`src/rtl/repeater_regen.sv`:
```
module repeater_regen #(
  parameter int NPORTS     = 4,
  parameter int FIFO_DEPTH = 64,
  parameter int PRE_MIN    = 62,
  parameter int MIN_FRAME  = 96
) (
  input  logic              clk,
  input  logic              rst_n,
  input  logic              bit_en,
  input  logic [NPORTS-1:0] rx_crs,
  input  logic [NPORTS-1:0] rx_data,
  output logic              tx_en,
  output logic              tx_data,
  output logic [NPORTS-1:0] tx_mask,
  output logic              exp_en,
  output logic              exp_data
);

  localparam int PW = (NPORTS > 1) ? $clog2(NPORTS) : 1;
  localparam int AW = $clog2(FIFO_DEPTH);
  localparam int CW = $clog2(MIN_FRAME + PRE_MIN + 1) + 1;
  localparam logic [7:0] DELIM = 8'b1010_1011;
  localparam logic [CW-1:0] CNT_MAX = '1;

  typedef enum logic [2:0] {S_IDLE, S_PRE, S_SFD, S_DATA, S_JAM} st_t;

  st_t           st;
  logic [PW-1:0] src, pick;
  logic          rx_on, sfd_seen, alt;
  logic [7:0]    shreg;
  logic [2:0]    sidx;
  logic [CW-1:0] txcnt;
  logic          fifo_mem [FIFO_DEPTH];
  logic [AW-1:0] wp, rp;
  logic [AW:0]   cnt;

  always_comb begin
    pick = '0;
    for (int i = NPORTS - 1; i >= 0; i--)
      if (rx_crs[i]) pick = PW'(i);
  end

  wire any_crs  = |rx_crs;
  wire src_bit  = rx_data[src];
  wire [7:0] sh_next = {shreg[6:0], src_bit};
  wire empty    = (cnt == '0);
  wire full     = (cnt == (AW+1)'(FIFO_DEPTH));
  wire push     = bit_en && (st != S_IDLE) && rx_on && rx_crs[src] && sfd_seen;
  wire pop      = bit_en && (st == S_DATA) && !empty;
  wire go_sfd   = sfd_seen && (txcnt >= CW'(PRE_MIN)) && alt;
  wire fin      = ((st == S_PRE) && !rx_on && !sfd_seen) ||
                  ((st == S_DATA) && empty && !rx_on);
  wire short_tx = (txcnt < CW'(MIN_FRAME));
  wire [CW-1:0] txcnt_inc = (txcnt == CNT_MAX) ? txcnt : txcnt + 1'b1;

  // receive side: source lock, delimiter hunt
  always_ff @(posedge clk or negedge rst_n) begin
    if (!rst_n) begin
      src      <= '0;
      rx_on    <= 1'b0;
      sfd_seen <= 1'b0;
      shreg    <= '0;
    end else if (bit_en) begin
      if (st == S_IDLE) begin
        if (any_crs) begin
          src      <= pick;
          rx_on    <= 1'b1;
          sfd_seen <= 1'b0;
          shreg    <= {7'b0, rx_data[pick]};
        end else begin
          rx_on <= 1'b0;
        end
      end else if (rx_on) begin
        if (!rx_crs[src]) begin
          rx_on <= 1'b0;
        end else if (!sfd_seen) begin
          shreg <= sh_next;
          if (sh_next == DELIM) sfd_seen <= 1'b1;
        end
      end
    end
  end

  always_ff @(posedge clk) begin
    if (push && !full) fifo_mem[wp] <= src_bit;
  end

  always_ff @(posedge clk or negedge rst_n) begin
    if (!rst_n) begin
      wp  <= '0;
      rp  <= '0;
      cnt <= '0;
    end else begin
      if (push && !full) wp <= wp + 1'b1;
      if (pop)           rp <= rp + 1'b1;
      cnt <= cnt + (AW+1)'(push && !full) - (AW+1)'(pop);
    end
  end

  // transmit side
  always_ff @(posedge clk or negedge rst_n) begin
    if (!rst_n) begin
      st      <= S_IDLE;
      tx_en   <= 1'b0;
      tx_data <= 1'b0;
      txcnt   <= '0;
      alt     <= 1'b0;
      sidx    <= '0;
    end else if (bit_en) begin
      if (fin) begin
        if (short_tx) begin
          st      <= S_JAM;
          tx_data <= 1'b1;
          alt     <= 1'b0;
          txcnt   <= txcnt_inc;
        end else begin
          st      <= S_IDLE;
          tx_en   <= 1'b0;
          tx_data <= 1'b0;
        end
      end else begin
        case (st)
          S_IDLE: if (any_crs) begin
            st      <= S_PRE;
            tx_en   <= 1'b1;
            tx_data <= 1'b1;
            txcnt   <= CW'(1);
            alt     <= 1'b0;
          end
          S_PRE: begin
            txcnt <= txcnt_inc;
            if (go_sfd) begin
              st      <= S_SFD;
              tx_data <= 1'b1;
              sidx    <= 3'd1;
            end else begin
              tx_data <= alt;
              alt     <= ~alt;
            end
          end
          S_SFD: begin
            txcnt   <= txcnt_inc;
            tx_data <= (sidx == 3'd7) | ~sidx[0];
            sidx    <= sidx + 1'b1;
            if (sidx == 3'd7) st <= S_DATA;
          end
          S_DATA: begin
            if (!empty) begin
              tx_data <= fifo_mem[rp];
              txcnt   <= txcnt_inc;
            end else begin
              tx_data <= 1'b0;
            end
          end
          S_JAM: begin
            if (short_tx) begin
              tx_data <= alt;
              alt     <= ~alt;
              txcnt   <= txcnt_inc;
            end else begin
              st      <= S_IDLE;
              tx_en   <= 1'b0;
              tx_data <= 1'b0;
            end
          end
          default: st <= S_IDLE;
        endcase
      end
    end
  end

  assign tx_mask  = tx_en ? ~(NPORTS'(1) << src) : '0;
  assign exp_en   = tx_en;
  assign exp_data = tx_data;

  assert_delim_late_R1: assert property (@(posedge clk) disable iff (!rst_n)
    (st == S_SFD && $past(st) == S_PRE) |-> txcnt > CW'(PRE_MIN));

  assert_min_len_R2: assert property (@(posedge clk) disable iff (!rst_n)
    $fell(tx_en) |-> txcnt >= CW'(MIN_FRAME));

  assert_mask_steady_R3: assert property (@(posedge clk) disable iff (!rst_n)
    (tx_en && !$rose(tx_en)) |-> $stable(tx_mask));

  assert_no_overflow_R5: assert property (@(posedge clk) disable iff (!rst_n)
    push |-> !full);

  assert_no_underrun_R5: assert property (@(posedge clk) disable iff (!rst_n)
    (bit_en && st == S_DATA && rx_on) |-> !empty);

  assert_bit_hold_R8: assert property (@(posedge clk) disable iff (!rst_n)
    !bit_en |=> ($stable(tx_en) && $stable(tx_data)));

endmodule

```
`config.mk`:
```
export PLATFORM = sky130hd
export DESIGN_NAME = repeater_regen
export DESIGN_NICKNAME = d
export VERILOG_FILES = /design/src/rtl/repeater_regen.sv
export SDC_FILE = /design/constraint.sdc
export NUM_CORES = 1
export LEC_CHECK = 0
export ABC_AREA = 1
export BUFFER_PORTS_ARGS = -buffer_cell sky130_fd_sc_hd__buf_4
export CORE_ASPECT_RATIO = 0.6
export CORE_UTILIZATION = 65
export CTS_BUF_LIST = sky130_fd_sc_hd__clkbuf_8
export DETAILED_ROUTE_END_ITERATION = 16
export HOLD_SLACK_MARGIN = 0.02
export PLACE_DENSITY = 0.83
export SYNTH_ARGS = -nofsm -noshare
export SYNTH_HDL_FRONTEND = slang
export SYNTH_SLANG_ARGS = --single-unit
```
`constraint.sdc`:
```
create_clock -name clk -period 4.3 [get_ports clk]
set_input_delay 0.43 -clock clk [delete_from_list [all_inputs] [get_ports clk]]
set_output_delay 0.43 -clock clk [all_outputs]
set_load 0.005 [all_outputs]
```
* Word level (Yosys, flattened, before mapping)
Memories as Yosys holds them, arrays and structs flattened.
Index checks and enable logic that the tools add are counted.
** Operators by class
- Magnitude comparators :: 4
- Reductions and logical operators :: 39
- Multiplexer cells :: 58
- Divide/modulo/power cells :: 0
- Equal/unequal tests :: 20
- Add/sub/neg operators :: 6
- Shift-type cells :: 1
- $mul :: 0
- Bitwise operators :: 5
** Operators by type and width (count)
- $mux W9 :: 5
- $pmux W9 S4 :: 1
- $mux W7 :: 5
- $mux W1 :: 27
- $mux W3 :: 7
- $ne A3 B3 Y1 const B :: 6
- $pmux W3 S5 :: 1
- $logic_and A1 B1 Y1 :: 13
- $add A6 B1 Y6 const B :: 2
- $reduce_and A4 Y1 :: 3
- $reduce_and A6 Y1 :: 2
- $add A9 B1 Y9 const B :: 1
- $eq A9 B9 Y1 const B :: 1
- $ge A9 B6 Y1 const B :: 1
- $lt A9 B7 Y1 const B :: 1
- $reduce_and A3 Y1 :: 3
- $eq A8 B8 Y1 const B :: 1
- $mux W2 :: 4
- $ne A2 B2 Y1 const B :: 4
- $add A7 B1 Y7 :: 1
- $eq A7 B7 Y1 const B :: 1
- $logic_not A7 Y1 :: 1
- $sub A7 B1 Y7 :: 1
- $bmux W1 S2 :: 3
- 26 further kinds :: 38
** Storage, ports and cells
- Input bits :: 11
- Output and inout port bits :: 8
- RAM bits :: 64
- Memories kept :: 1
- Logic and storage cells :: 147
- Flip-flop bits (word level) :: 48
- Memory bits (read-only) :: 0
- Latch bits :: 0
** Memory list
- fifo_mem :: words 64, bits a word 1, rd ports 1, clocked after Yosys merged registers in 0, wr ports 1, RTL line 33 : logic fifo_mem [FIFO_DEPTH];

* Longest topological paths before layout
- Depth after elaboration :: 8
- Mapped depth :: 17
- Mapped depth without buffers :: 17

* Worst setup path after synthesis
Ideal clock, no wire load.
- Path type :: reg-to-reg
- Start :: register src[0]
- End :: register sfd_seen
- Library setup time :: 0.071 ns
- Path buffers :: 0
- Stages on the path, launching flop included :: 8
- Clock period less this slack :: 2.981 ns
- Required time :: 4.229 ns
- Arrival time :: 2.910 ns
- Slack :: 1.319 ns
- Cells stage by stage :: dfrtp_1 -> inv_2 -> nand2_1 -> o211ai_1 -> nand3_1 -> nor3_1 -> nor2_1 -> nor2_1
** On the way
- Word-level cells in the longest chain between the ends :: 8
- Elaborated cells between the ends (all ways) :: 12
- Those cells by class :: 1 x eq/ne; 9 x mux; 2 x reduce/logical
** Ends and longest elaborated chain
- start: declaration :: RTL line 28 : logic [PW-1:0] src, pick;
- start signal: assignment :: RTL line 66 : src <= pick;
- $bmux W1 S2 :: RTL line 44 : wire src_bit = rx_data[src];
- $mux W1 (not written as such) :: RTL line 44
- via src_bit :: RTL line 44
- $eq A8 B8 Y1 :: RTL line 78 : if (sh_next == DELIM) sfd_seen <= 1'b1;
- $mux W1 :: RTL line 78
- $mux W1 :: RTL line 76 : end else if (!sfd_seen) begin
- $mux W1 :: RTL line 74 : if (!rx_crs[src]) begin
- $mux W1 :: RTL line 73 : end else if (rx_on) begin
- $mux W1 :: RTL line 64 : if (st == S_IDLE) begin
- end signal: assignment :: RTL line 61 : sfd_seen <= 1'b0;
- end signal: assignment :: RTL line 68 : sfd_seen <= 1'b0;
- end signal: assignment :: RTL line 78
- end: declaration :: RTL line 29 : logic rx_on, sfd_seen, alt;
The timed path passes the listed nets, and every way through them passes these cells. The select of a mux whose other input is x is not followed.
A chain may end at the register's enable or synchronous reset.

* Worst setup path after layout
- Start :: register cnt[2]
- End :: register cnt[6]
** On the way
- Word-level cells in the longest chain between the ends :: 5
- Elaborated cells between the ends (all ways) :: 8
- Those cells by class :: 2 x add/sub; 1 x eq/ne; 5 x reduce/logical
** Ends and longest elaborated chain
- start: declaration :: RTL line 35 : logic [AW:0] cnt;
- start signal: assignment :: RTL line 96 : cnt <= cnt + (AW+1)'(push && !full) - (AW+1)'(pop);
- $eq A7 B7 Y1 :: RTL line 47 : wire full = (cnt == (AW+1)'(FIFO_DEPTH));
- $logic_not A1 Y1 :: RTL line 96
- $logic_and A1 B1 Y1 :: RTL line 96
- $add A7 B1 Y7 :: RTL line 96
- $sub A7 B1 Y7 (*) :: RTL line 96
Mark *: on every way between the ends. The rest lies on a longest branch, timed or not.

==> run summary <==
FINAL LAYOUT
----------------------------------------------------------------------------------------
Fillcell total                                                                       648
Area Overhead vs Synth                                                             6.46%
Ant. Diodes                                                                            0
Share of layout cells above drive strength 1                                       10.5%
Number of nets in the layout                                                         737
Share of the core filled with cells in the final layout                            73.5%

TIMING
----------------------------------------------------------------------------------------
Setup total negative slack                                                          0 ns
FMAX                                                                             306 MHz
Actual transition at the worst max-transition pin                                1.01 ns
Unrepaired setup endpoints after global routing                                    false
Max-slew headroom                                                                  32.8%
Final hold viol count                                                                  0
Final period util                                                                  76.0%
Worst-case clock skew                                                         0.00678 ns
Pins over their slew limit                                                             0
Total setup violations reported at the end of the flow                                 0
Min Tclk post-route                                                              3.27 ns

CLOCKING
----------------------------------------------------------------------------------------
Maximum number of buffers from clock root to sink                                      2
TritonCTS clock tree                                                                 yes
TritonCTS Buffers                                                                      9
Clock network latency to the later pin of the worst-skew pair                    0.39 ns
Setup bufs post-CTS                                                                    0
Sinks on the clock net                                                               112
Number of levels the H-tree was split into                                             3
Hold buffer count at cts                                                               0
Clock tree root driver cell                                                     clkbuf_8
Clock-pin transition on the worst setup and hold timing paths                    0.11 ns
Number of instances resized during post-cts repair                                     0

SYNTH
----------------------------------------------------------------------------------------
Per-instance average area after synthesis                                      8.70 um^2
Adder-cell share of the synthesized area                                           3.44%
Simple-gate share of the synthesized area                                          25.8%
Top-count cell post-synth                                                        nand2_1
Library cell with the largest summed area after synthesis                       edfxtp_1
Main combinational cell family by area after synthesis                      simple AND/OR/NAND/NOR gates
Fraction of the yosys area taken by sequential cells                               51.7%
Area fraction in compound gates after synthesis                                    8.69%
Warnings, synthesis                                                                    0
Biggest area contributors in the synthesized netlist                        edfxtp_1 32%, dfrtp_1 20%, nand2_1 8.7%, nor2_1 6.6%, inv_1 5.6%
Synth Register Bits                                                                  112
Post-Syn Nets                                                                        722
Synth Flop Type                                                                 edfxtp_1
Area share of the leading cell type in the synthesized netlist                     31.8%
Xor and xnor area share after synthesis                                            2.46%
Mux contribution to synthesized area                                                  0%
Share of synthesized registers carrying an async set or reset                      42.9%
Count of mapped cells out of synthesis                                               695
Leading cell types by count after synthesis                                 140 x nand2_1, 107 x nor2_1, 91 x inv_1
Number of enable-type register cells in the synthesized netlist                       64
Netlist Area Pre-Place                                                         6050 um^2
Post-synthesis cell type count                                                        44

FLOORPLANNING
----------------------------------------------------------------------------------------
Initial cell density of the core                                                   69.1%
Area of the die                                                                9700 um^2
Std-Cell Rows                                                                         26
Chip Height                                                                      76.7 um
CORE AREA                                                                      8750 um^2
Die Width                                                                         127 um
Number of ports placed on the die boundary                                            19

ROUTING
----------------------------------------------------------------------------------------
Post-detailed-route count of antenna-violating nets                                    0
Number of search-and-repair iterations in the first detailed-routing pass              6
Routed Wire Length                                                               13.4 mm
Per-cell via count in the routed design                                             5.80
Drt wl/cell                                                                      16.2 um
1st-iter DRT viols                                                                   530
DRC errors left                                                                        0
Total via count in the routed design                                                4795

POWER AND IR DROP
----------------------------------------------------------------------------------------
Design Power                                                                   0.00393 W
Logic pwr share                                                                    44.9%
Part of the power in registers                                                     39.5%
Total power divided by cell area                                             610 nW/um^2
Internal power                                                                 0.00221 W
Switching power of the nets                                                    0.00172 W
Static Leakage                                                                   2.75 nW
Proportion of total power due to net switching                                     43.8%
Portion of total power attributed to the clock network                             15.6%
Largest vdd supply drop                                                           347 uV

CRITICAL PATH
----------------------------------------------------------------------------------------
Classification of the worst setup path                                      flip-flop to flip-flop
Required @ worst endpoint                                                        4.58 ns
Startpoint of the lowest-slack register-to-register path                    cnt[2]$_DFF_PN0_
Launching element of the worst setup path                                   cnt[2]$_DFF_PN0_
Data arrival time of the critical path                                           3.55 ns
Endpoint class of the critical path                                            flip-flop
Worst Reg2Reg Path Length in Cells                                                    17
Element type at the critical path start                                        flip-flop
Max FO, Critical Path                                                                  7

MIN PATH
----------------------------------------------------------------------------------------
Path class of the lowest-slack min-delay path                               input pin to asynchronous set/reset pin

GLOBAL ROUTING
----------------------------------------------------------------------------------------
Total Routing Usage GR                                                             30.2%
Total gr overflow                                                                      0
Antenna violations before repair                                                       0
Vias in the first global route                                                      4465
Maximum number of pins on one net before global-route repair                          67
First-pass GRT wire length                                                       22.4 mm

PLACEMENT
----------------------------------------------------------------------------------------
Final weighted congestion of routability-driven global placement                   0.959
IO buf count                                                                          18
Dpl hpwl                                                                         9.55 mm

RUN
----------------------------------------------------------------------------------------
MaxCap Viol Count                                                                      0

RUN STATUS
----------------------------------------------------------------------------------------
Result of the run                                                              completed

==> power by group through the flow <==
stage | clock network, W | logic [W] | registers, W
2_1_floorplan | 0 | 0.00128 | 0.00153
3_3_place_gp | 0 | 0.00164 | 0.00156
3_5_place_dp | 0 | 0.00172 | 0.00157
4_1_cts | 0.000615 | 0.00173 | 0.00155
5_1_grt | 0.000660 | 0.00196 | 0.00157
6_report | 0.000611 | 0.00176 | 0.00155
==> area by class of cell <==
cell class | instances | area [um^2] | share of cell area (%)
multi-input cells | 463 | 2440 | 37.9
inverters | 103 | 389 | 6.05
clock inverters | 7 | 61.3 | 0.953
well taps | 112 | 140 | 2.18
repair buffers | 21 | 158 | 2.45
clock buffers | 9 | 124 | 1.92
flip-flops and latches | 112 | 3120 | 48.5
==> worst paths after layout <==
| kind | end | slack (ns) |
|---|---|---|
| worst max-delay path | cnt[6]$_DFF_PN0_ | 1.03 |
| worst min-delay path | txcnt[3]$_DFFE_PN0P_ | 0.05 |
| worst max register to register | cnt[6]$_DFF_PN0_ | 1.03 |
| worst min register to register | shreg[6]$_DFFE_PN0P_ | 0.54 |
| max in group asynchronous | sfd_seen$_DFFE_PN0P_ | 3.83 |
| min in group clk | rx_on$_DFFE_PN0P_ | 0.29 |
==> registers in the layout (all words and copies together) (netlist names) <==
register,count
exp_en,1
alt,1
st,3
cnt,7
sfd_seen,1
rp,6
sidx,3
wp,6
rx_on,1
fifo_mem,64
src,2
shreg,7
exp_data,1
txcnt,9
==> kinds of logic after synthesis <==
group | Yosys count
XOR/XNOR | 17
adder cells (fa/ha/maj) | 16
AO/OA/AOI/OAI | 88
AND/OR/NAND/NOR | 342
flip-flops | 112
buffers and inverters | 120
==> critical path, stage by stage, from the launching register on <==
cell	delay, ns
dfrtp_1	0.40
inv_1	0.08
ha_1	0.15
nor3b_1	0.41
nand3_1	0.12
nand4_1	0.15
nor2_4	0.08
inv_4	0.11
ha_1	0.25
inv_1	0.07
ha_1	0.13
inv_1	0.06
fa_1	0.39
o21ai_0	0.28
nand2_1	0.09
a21oi_1	0.17
nor2_1	0.07
xor2_1	0.14
==> routing by layer <==
layer  up-vias  wire (um)  track usage [%]
li1       2303          -                -
met1      2244       6210             46.5
met2       226       5700             42.9
met3        22       1350             7.75
met4         0        136             6.87
met5         -          0                0
==> cell usage in the layout, fill, tap and decap left out, drive strengths merged <==
cell type and count:
o211a 1, a21oi 23, nor4 2, nor2 117
o22ai 5, a21boi 1, inv 107, xor2 14
nand3b 1, a31oi 1, nand4 4, o21ai 41
buf 21, xnor2 3, nand2 144, clkinv 2
a211oi 1, nor3 9, nor3b 1, o211ai 11
nand3 64, dfrtp 48, edfxtp 64, clkbuf 9
fa 1, o221ai 1, ha 15, clkinvlp 1
a22oi 3
==> per-stage QoR <==
stage / hold slack [ns] / worst slack [ns] / std cells / area, um^2
after detailed placement: 0.487 / 1.07 / 811 / 6250
final: 0.0464 / 1.03 / 827 / 6440
after global placement: 0.482 / 1.22 / 811 / 6250
after CTS: 0.0590 / 1.04 / 827 / 6440
after floorplan: 0.134 / 1.32 / 695 / 6050
after global routing: 0.0800 / 0.737 / 827 / 6440
Power figures use the tool's default switching activity.
